### src/rtl/msr_pkg.sv
package msr_pkg;
  // Line order inside every LINE_COUNT vector: [3] carrier, [2] ring, [1] dsr, [0] cts
  localparam int LINE_COUNT = 4;
  localparam int BYTE_W = 2 * LINE_COUNT;
  localparam logic [LINE_COUNT-1:0] LEVEL_RESET = 4'b1011;
  localparam logic [LINE_COUNT-1:0] FALL_ONLY = 4'b0100;

  typedef struct packed {
    logic sampleEn;
    logic clrDelta;
  } msr_strobe_t;
endpackage

### src/rtl/msr_ctrl.sv
module msr_ctrl
  import msr_pkg::*;
(
  input  logic        loopEn,
  input  logic        rdStb,
  output msr_strobe_t strb
);
  always_comb begin
    strb.sampleEn = ~loopEn;
    strb.clrDelta = rdStb & ~loopEn;
  end
endmodule

### src/rtl/msr_datapath.sv
module msr_datapath
  import msr_pkg::*;
#(
  parameter int LINES = LINE_COUNT,
  parameter logic [LINES-1:0] RESET_LVL = LEVEL_RESET,
  parameter logic [LINES-1:0] FALL_MASK = FALL_ONLY
) (
  input  logic               clk,
  input  logic               rstN,
  input  logic [LINES-1:0]   lineIn,
  input  logic [LINES-1:0]   loopView,
  input  logic               loopEn,
  input  msr_strobe_t        strb,
  output logic [2*LINES-1:0] statusByte,
  output logic               anyDelta
);
  logic [LINES-1:0] levelQ;
  logic [LINES-1:0] deltaQ;
  logic [LINES-1:0] edgeHit;

  for (genvar i = 0; i < LINES; i++) begin : g_line
    if (FALL_MASK[i]) begin : g_fall
      assign edgeHit[i] = levelQ[i] & ~lineIn[i];

      p_fall_sets_r3: assert property (@(posedge clk) disable iff (!rstN)
        (strb.sampleEn && levelQ[i] && !lineIn[i]) |=> deltaQ[i]);
      p_rise_ignored_r3: assert property (@(posedge clk) disable iff (!rstN)
        (strb.sampleEn && !levelQ[i] && lineIn[i] && !deltaQ[i]) |=> !deltaQ[i]);
    end else begin : g_both
      assign edgeHit[i] = levelQ[i] ^ lineIn[i];

      p_change_sets_r2: assert property (@(posedge clk) disable iff (!rstN)
        (strb.sampleEn && (levelQ[i] != lineIn[i])) |=> deltaQ[i]);
    end
  end

  always_ff @(posedge clk) begin
    if (!rstN) begin
      levelQ <= RESET_LVL;
      deltaQ <= '0;
    end else if (strb.sampleEn) begin
      levelQ <= lineIn;
      deltaQ <= (strb.clrDelta ? '0 : deltaQ) | edgeHit;
    end
  end

  always_comb begin
    if (loopEn) statusByte = {loopView, {LINES{1'b0}}};
    else        statusByte = {levelQ, deltaQ};
    anyDelta = |deltaQ;
  end

  p_read_clear_r4: assert property (@(posedge clk) disable iff (!rstN)
    (strb.clrDelta && (lineIn == levelQ)) |=> (deltaQ == '0));
  p_event_beats_clear_r5: assert property (@(posedge clk) disable iff (!rstN)
    (strb.clrDelta && ((levelQ & ~lineIn) != '0)) |=> (deltaQ != '0));
  p_sticky_r6: assert property (@(posedge clk) disable iff (!rstN)
    (strb.sampleEn && !strb.clrDelta) |=> ((deltaQ & $past(deltaQ)) == $past(deltaQ)));
  p_loop_hold_r8: assert property (@(posedge clk) disable iff (!rstN)
    (!strb.sampleEn) |=> ($stable(levelQ) && $stable(deltaQ)));
endmodule

### src/rtl/modem_status_reg.sv
module modem_status_reg
  import msr_pkg::*;
(
  input  logic       clk,
  input  logic       rstN,
  input  logic       ctsIn,
  input  logic       dsrIn,
  input  logic       dcdIn,
  input  logic       riIn,
  input  logic [3:0] mcrBits,
  input  logic       loopEn,
  input  logic       rdStb,
  output logic [7:0] statusByte,
  output logic       anyDelta
);
  msr_strobe_t strb;
  logic [LINE_COUNT-1:0] lineIn;
  logic [LINE_COUNT-1:0] loopView;

  // out2 -> carrier, out1 -> ring, dtr -> dsr, rts -> cts
  assign lineIn   = {dcdIn, riIn, dsrIn, ctsIn};
  assign loopView = {mcrBits[3], mcrBits[2], mcrBits[0], mcrBits[1]};

  msr_ctrl u_ctrl (
    .loopEn (loopEn),
    .rdStb  (rdStb),
    .strb   (strb)
  );

  msr_datapath #(
    .LINES     (LINE_COUNT),
    .RESET_LVL (LEVEL_RESET),
    .FALL_MASK (FALL_ONLY)
  ) u_dp (
    .clk        (clk),
    .rstN       (rstN),
    .lineIn     (lineIn),
    .loopView   (loopView),
    .loopEn     (loopEn),
    .strb       (strb),
    .statusByte (statusByte),
    .anyDelta   (anyDelta)
  );

  p_any_delta_r9: assert property (@(posedge clk) disable iff (!rstN)
    (!loopEn) |-> (anyDelta == (|statusByte[3:0])));
  p_loop_low_zero_r7: assert property (@(posedge clk) disable iff (!rstN)
    loopEn |-> (statusByte[3:0] == 4'b0000));
endmodule

### config.mk
export PLATFORM = sky130hd
export DESIGN_NAME = modem_status_reg
export DESIGN_NICKNAME = d
export VERILOG_FILES = /design/src/rtl/msr_pkg.sv /design/src/rtl/msr_ctrl.sv /design/src/rtl/msr_datapath.sv /design/src/rtl/modem_status_reg.sv
export SDC_FILE = /design/constraint.sdc
export NUM_CORES = 1
export LEC_CHECK = 0
export ABC_AREA = 1
export BUFFER_PORTS_ARGS = -buffer_cell sky130_fd_sc_hd__buf_2
export CAP_MARGIN = 30
export CORE_AREA = 2 2 39 41
export CTS_CLUSTER_DIAMETER = 80
export DETAILED_ROUTE_END_ITERATION = 10
export DIE_AREA = 0 0 41 43
export HOLD_SLACK_MARGIN = 0.06
export PLACE_DENSITY = 0.68
export SYNTH_ARGS = -nofsm -noshare
export SYNTH_HDL_FRONTEND = slang
export SYNTH_SLANG_ARGS = --single-unit
### constraint.sdc
create_clock -name clk -period 1.5 [get_ports clk]
set_input_delay 0.15 -clock clk [delete_from_list [all_inputs] [get_ports clk]]
set_output_delay 0.15 -clock clk [all_outputs]
set_load 0.1 [all_outputs]
==> metrics, run 1 <==
status=finished clean; final setup fails=0; hold buffer count at cts=0; Die Area=around 1800 um2; most frequent cells in the layout=buf_2 (16), nand2_1 (15), inv_1 (13); final period utilization=0.856; Buf+Inv Stages, Crit Path=2; share of layout cells above drive strength 1=0.393; post-synthesis average cell area=about 6.6 um2; DRC=0; area share of xor/xnor cells in the synthesized design=0; Max Clock Freq=between 0.7 and 0.8 GHz; Cell Count, Final, Fillers Out=100; design area=around 620 um2; Crit Path Class=reg -> out; hpwl dp=roughly 690 um; Critical Path End Type=primary output; DRT Pass-1 Iters=1; Slew HR=0.677; Final nets=98; die width=41 um; Hold WC Path Type=in -> reg; Placed Instance Area=602 um2; Synth Area in Compound Gates=0.188; clk_lat worst skew=between 200 and 300 ps; placed cell count=97; diode count=0; CTS tree=built; clock period minus worst slack=~1300 ps; RSZ-0062 raised after global routing=false; Synthesized Nets=75; gr usage total=0.126; root buf cell=clkbuf_4; Worst Path Max Fanout=2; Req. time, crit path=around 1400 ps; Clk pin slew, worst setup/hold paths=~50 ps; multiplexer share of the synthesized area=0; WHS=~180 ps; CTS Sinks=8; routability cong.=0.714; area leader, netlist=dfxtp_1; Die Y-Extent=between 40 and 50 um; actual slew at the worst max-slew pin=around 500 ps; Ys Warns=0; Yosys cell types=13; drt via density=4.40; I/O Buffers=20; top cell type's share of synthesized area=0.388; antenna-violating nets left=0; Slew Limit Fails=0; Post-Syn Area=413 um2; Resized Gates After CTS=0; Longest Clk Path Bufs=2; Synth Register Bits=8; post-CTS setup buffers=0; iteration-0 DRC count of the detailed router=0; Power, Total=658 uW; CP top delay family=buffers and inverters; Lkg Pwr=approximately 0.00032 uW; Routed WL=845 um; TNS Setup=0 ps; slowest stage delay, CP=~430 ps; Remaining Overflow, GRT=0; max-cap check violation count=0; most common cell after layout, fill and taps aside=buf_2; CTS H-tree depth=1; simple-gate share of the synthesized area=0.267; first-pass GRT wire length=between 1000 and 1500 um; adder-cell share of the synthesized area=0; VDD IR max=359 uV; Final Skew=~0.23 ps; nature of the critical path startpoint=flop; largest family of logic cells by synthesized area=simple AND/OR/NAND/NOR gates; initial core utilization=0.298; power density over cell area=roughly 1100 nW/um2; via count=440; Seq/Total Area, Yosys=0.388; CTS buffer count=3; cells after synthesis=63; critical-path cell list=inv_1 > nand4_1 > buf_2; final hold violations=0; IO Count=21; CORE AREA=roughly 1400 um2; number of global-route vias before repair=389; routed len/inst=8.45 um; crit path DAT=roughly 1100 ps; P&R area growth vs syn=51.2%; top post-synthesis cells by area=dfxtp_1 (39%), nand2_1 (14%), inv_1 (12%); Std-Cell Rows=14; pin count of the biggest net entering global routing=22; initial antenna violation count=0; slowest cell on the critical path=buf_2
==> state kept, by name, indices dropped and copies added, names as in the netlist <==
signal,flops
u_dp.levelQ,4
u_dp.deltaQ,4
==> cell families (layout without fill, tap and decap cells) <==
logic type	Yosys count	count (layout)
flops	8	8
buf+inv	15	36
compound gates	15	15
simple gates	25	25
==> cell type report <==
class / count / area, um2
clock buffers: 3 / 22.5
fillers: 144 / 759
inverters: 13 / 48.8
multi-input cells: 40 / 213
flip-flops and latches: 8 / 160
well taps: 16 / 20.0
repair buffers: 20 / 160
==> synthesized netlist by cell type <==
| master | instances |
|---|---|
| nand2_1 | 15 |
| inv_1 | 13 |
| dfxtp_1 | 8 |
| a21oi_1 | 7 |
| o21ai_0 | 7 |
| nor2_1 | 4 |
| nand3_1 | 3 |
| a211oi_1 | 1 |
| buf_2 | 1 |
| buf_6 | 1 |
| nand2_2 | 1 |
| nand4_1 | 1 |
| nor2_4 | 1 |
==> through the flow <==
step                worst slack, ps   util
finish                          217  0.451
global route                    137  0.451
CTS                             189  0.451
detailed placement              373  0.435
global placement                394  0.435
floorplan                      80.8      -
==> worst register-to-register path: stages, from the launching register on <==
cell and delay (ps):
dfxtp_1 340, inv_1 70, nand2_1 60, nand3_1 60, a21oi_1 130
==> where the power goes <==
part           leakage, uW  total, uW  internal [uW]  switching (uW)
clock            0.0000138        155           90.9            64.1
sequential       0.0000663        236            228            7.86
combinational     0.000241        267           74.6             193
total             0.000321        658            393             265
==> per-layer routing <==
layer	wire length [um]	part of all wire	GRT usage	vias up
met1	384	0.45	0.133	182
met4	14	0.017	0.120	0
li1	-	-	-	243
met3	50	0.059	0.0471	2
met5	0	0	0	-
met2	394	0.47	0.178	13
==> worst paths after layout <==
check	slack [ps]	end	start	depth (start not counted)
hold reg to reg	450	u_dp.deltaQ[2]	u_dp.deltaQ[2]	2
setup reg to reg	770	u_dp.deltaQ[1]	u_dp.levelQ[1]	4
setup / recovery	220	anyDelta	u_dp.deltaQ[1]	3
hold / removal	180	u_dp.levelQ[0]	ctsIn	3
(Power assumes the default switching activity.)
==> run 2, diff against run 1 <==
--- a/config.mk
+++ b/config.mk
@@ -9,11 +9,10 @@
 export BUFFER_PORTS_ARGS = -buffer_cell sky130_fd_sc_hd__buf_2
 export CAP_MARGIN = 30
 export CORE_AREA = 2 2 39 41
-export CTS_CLUSTER_DIAMETER = 80
 export DETAILED_ROUTE_END_ITERATION = 10
 export DIE_AREA = 0 0 41 43
-export HOLD_SLACK_MARGIN = 0.06
-export PLACE_DENSITY = 0.68
+export PLACE_DENSITY = 0.69
 export SYNTH_ARGS = -nofsm -noshare
 export SYNTH_HDL_FRONTEND = slang
+export SYNTH_HIERARCHICAL = 1
 export SYNTH_SLANG_ARGS = --single-unit
==> metrics, run 2 <==
final period utilization=0.869; die width=41 um; met1 GRT Util=0.148; routing usage on met2=0.175; Post-Syn Area=between 400 and 500 um2; initial core utilization=0.308; Die Area=1760 um2; iteration-0 DRC count of the detailed router=6; adder-cell share of the synthesized area=0; number of global-route vias before repair=a little under 400; Commonest cells post-synth=inv_1 (15), nand2_1 (15), dfxtp_1 (8); simple-gate share of the synthesized area=0.273; asr flop ratio synth=0; max-cap check violation count=0; initial antenna violation count=0; Critical Path End Type=primary output; Worst Path Max Fanout=2; largest family of logic cells by synthesized area=simple AND/OR/NAND/NOR gates; pin count of the biggest net entering global routing=15; Die Y-Extent=~43 um; Routed WL=~950 um; nature of the critical path startpoint=flop; CTS Sinks=8; Seq/Total Area, Yosys=0.375; DRC=0; top post-synthesis cells by area=dfxtp_1 (38%), inv_1 (13%), nand2_1 (13%); Final Skew=around 0.15 ps; most common cell after layout, fill and taps aside=buf_2; cells after synthesis=66; RSZ-0062 raised after global routing=false; multiplexer share of the synthesized area=0; status=finished clean; hpwl dp=between 700 and 800 um; Remaining Overflow, GRT=0; Final nets=between 100 and 150; final setup fails=0; CTS H-tree depth=1; Slew Limit Fails=0; antenna-violating nets left=0; Crit Path Class=reg -> out; Synthesized Nets=slightly below 80; Synth Register Bits=8; power density over cell area=1060 nW/um2; Clk pin slew, worst setup/hold paths=around 60 ps; hold buffer count at cts=0; GRT busiest layer=met2; Synth Flop Type=dfxtp_1; diode count=0; post-CTS setup buffers=0; area share of xor/xnor cells in the synthesized design=0; top cell type's share of synthesized area=0.375; Max Clock Freq=between 0.7 and 0.8 GHz; routability cong.=0.729; via count=roughly 470; biggest regs=u_dp/deltaQ (4), u_dp/levelQ (4); Std-Cell Rows=14; drt via density=around 4.5; clock period minus worst slack=approximately 1300 ps; gr usage total=0.129; reg2reg path depth=4; Slew HR=0.679; VDD IR max=467 uV; IO Count=21; post-synthesis average cell area=around 6.5 um2; routed len/inst=between 9 and 10 um; crit path DAT=between 1000 and 1500 ps; share of layout cells above drive strength 1=0.391; final hold violations=0; clk_lat worst skew=250 ps; I/O Buffers=20; TNS Setup=0 ps; met3 global-route usage=0.0471; CTS tree=built; number of flops mapped to enable cells by yosys=0; DRT Pass-1 Iters=4; Req. time, crit path=approximately 1400 ps; Synth Area in Compound Gates=0.182; root buf cell=clkbuf_4; actual slew at the worst max-slew pin=roughly 480 ps; P&R area growth vs syn=49.6%; CORE AREA=around 1400 um2; Yosys cell types=13; area leader, netlist=dfxtp_1; Layout Utilization=0.461; Lkg Pwr=around 0.00034 uW; Hold Crit Depth=3; Ys Warns=6; most frequent cells in the layout=buf_2 (16), inv_1 (15), nand2_1 (15); Resized Gates After CTS=0; first-pass GRT wire length=between 1000 and 1500 um; Hold WC Path Type=in -> reg; Longest Clk Path Bufs=2; CTS buffer count=3
## run 2: cell types whose count changed after synthesis
cell	before	now
nand2_2	1	0
nor2_2	0	2
nor2_4	1	0
nand2_4	0	1
inv_1	13	15
## run 2: worst max-delay path, stage by stage, from the launching register on
cell,delay [ps]
dfxtp_1,330
inv_1,60
nand4_1,80
buf_2,420
## run 2: final cells by class
cell class	instances	area, um2
flip-flops and latches	8	160
clock buffers	3	22.5
repair buffers	20	160
inverters	15	56.3
well taps	16	20.0
fillers	142	746
multi-input cells	41	219
## run 2: final timing paths
| kind | startpoint | end | slack, ps |
|---|---|---|---|
| max | u_dp/deltaQ[2] | anyDelta | 200 |
| min | dcdIn | u_dp/levelQ[3] | 140 |
| max reg2reg | u_dp/levelQ[3] | u_dp/deltaQ[3] | 750 |
| min reg2reg | u_dp/deltaQ[3] | u_dp/deltaQ[3] | 470 |
## run 2: cell families (layout without fill, tap and decap cells)
group / Yosys count / count (layout)
flops: 8 / 8
buf+inv: 17 / 38
simple gates: 26 / 26
compound gates: 15 / 15
## run 2: power by group
part           internal, uW  switching [uW]
combinational          75.6             198
sequential              228            7.09
clock                  91.7            74.5
## run 2: per-layer routing
| metal | part of all wire | vias to the layer above |
|---|---|---|
| met5 | 0 | - |
| met4 | 0.015 | 0 |
| met3 | 0.077 | 2 |
| met2 | 0.46 | 15 |
| met1 | 0.44 | 202 |
| li1 | - | 247 |
## run 2: through the flow
step / instances / instance area (um2) / total power [uW] / hold WS (ps) / worst slack, ps
after floorplan: 66 / 452 / 439 / 272 / 80.8
final: 103 / 638 / 675 / 140 / 196
after detailed placement: 100 / 616 / 514 / 406 / 369
after CTS: 103 / 638 / 682 / 136 / 178
after global routing: 103 / 638 / 715 / 141 / 119
after global placement: 100 / 616 / 511 / 402 / 414
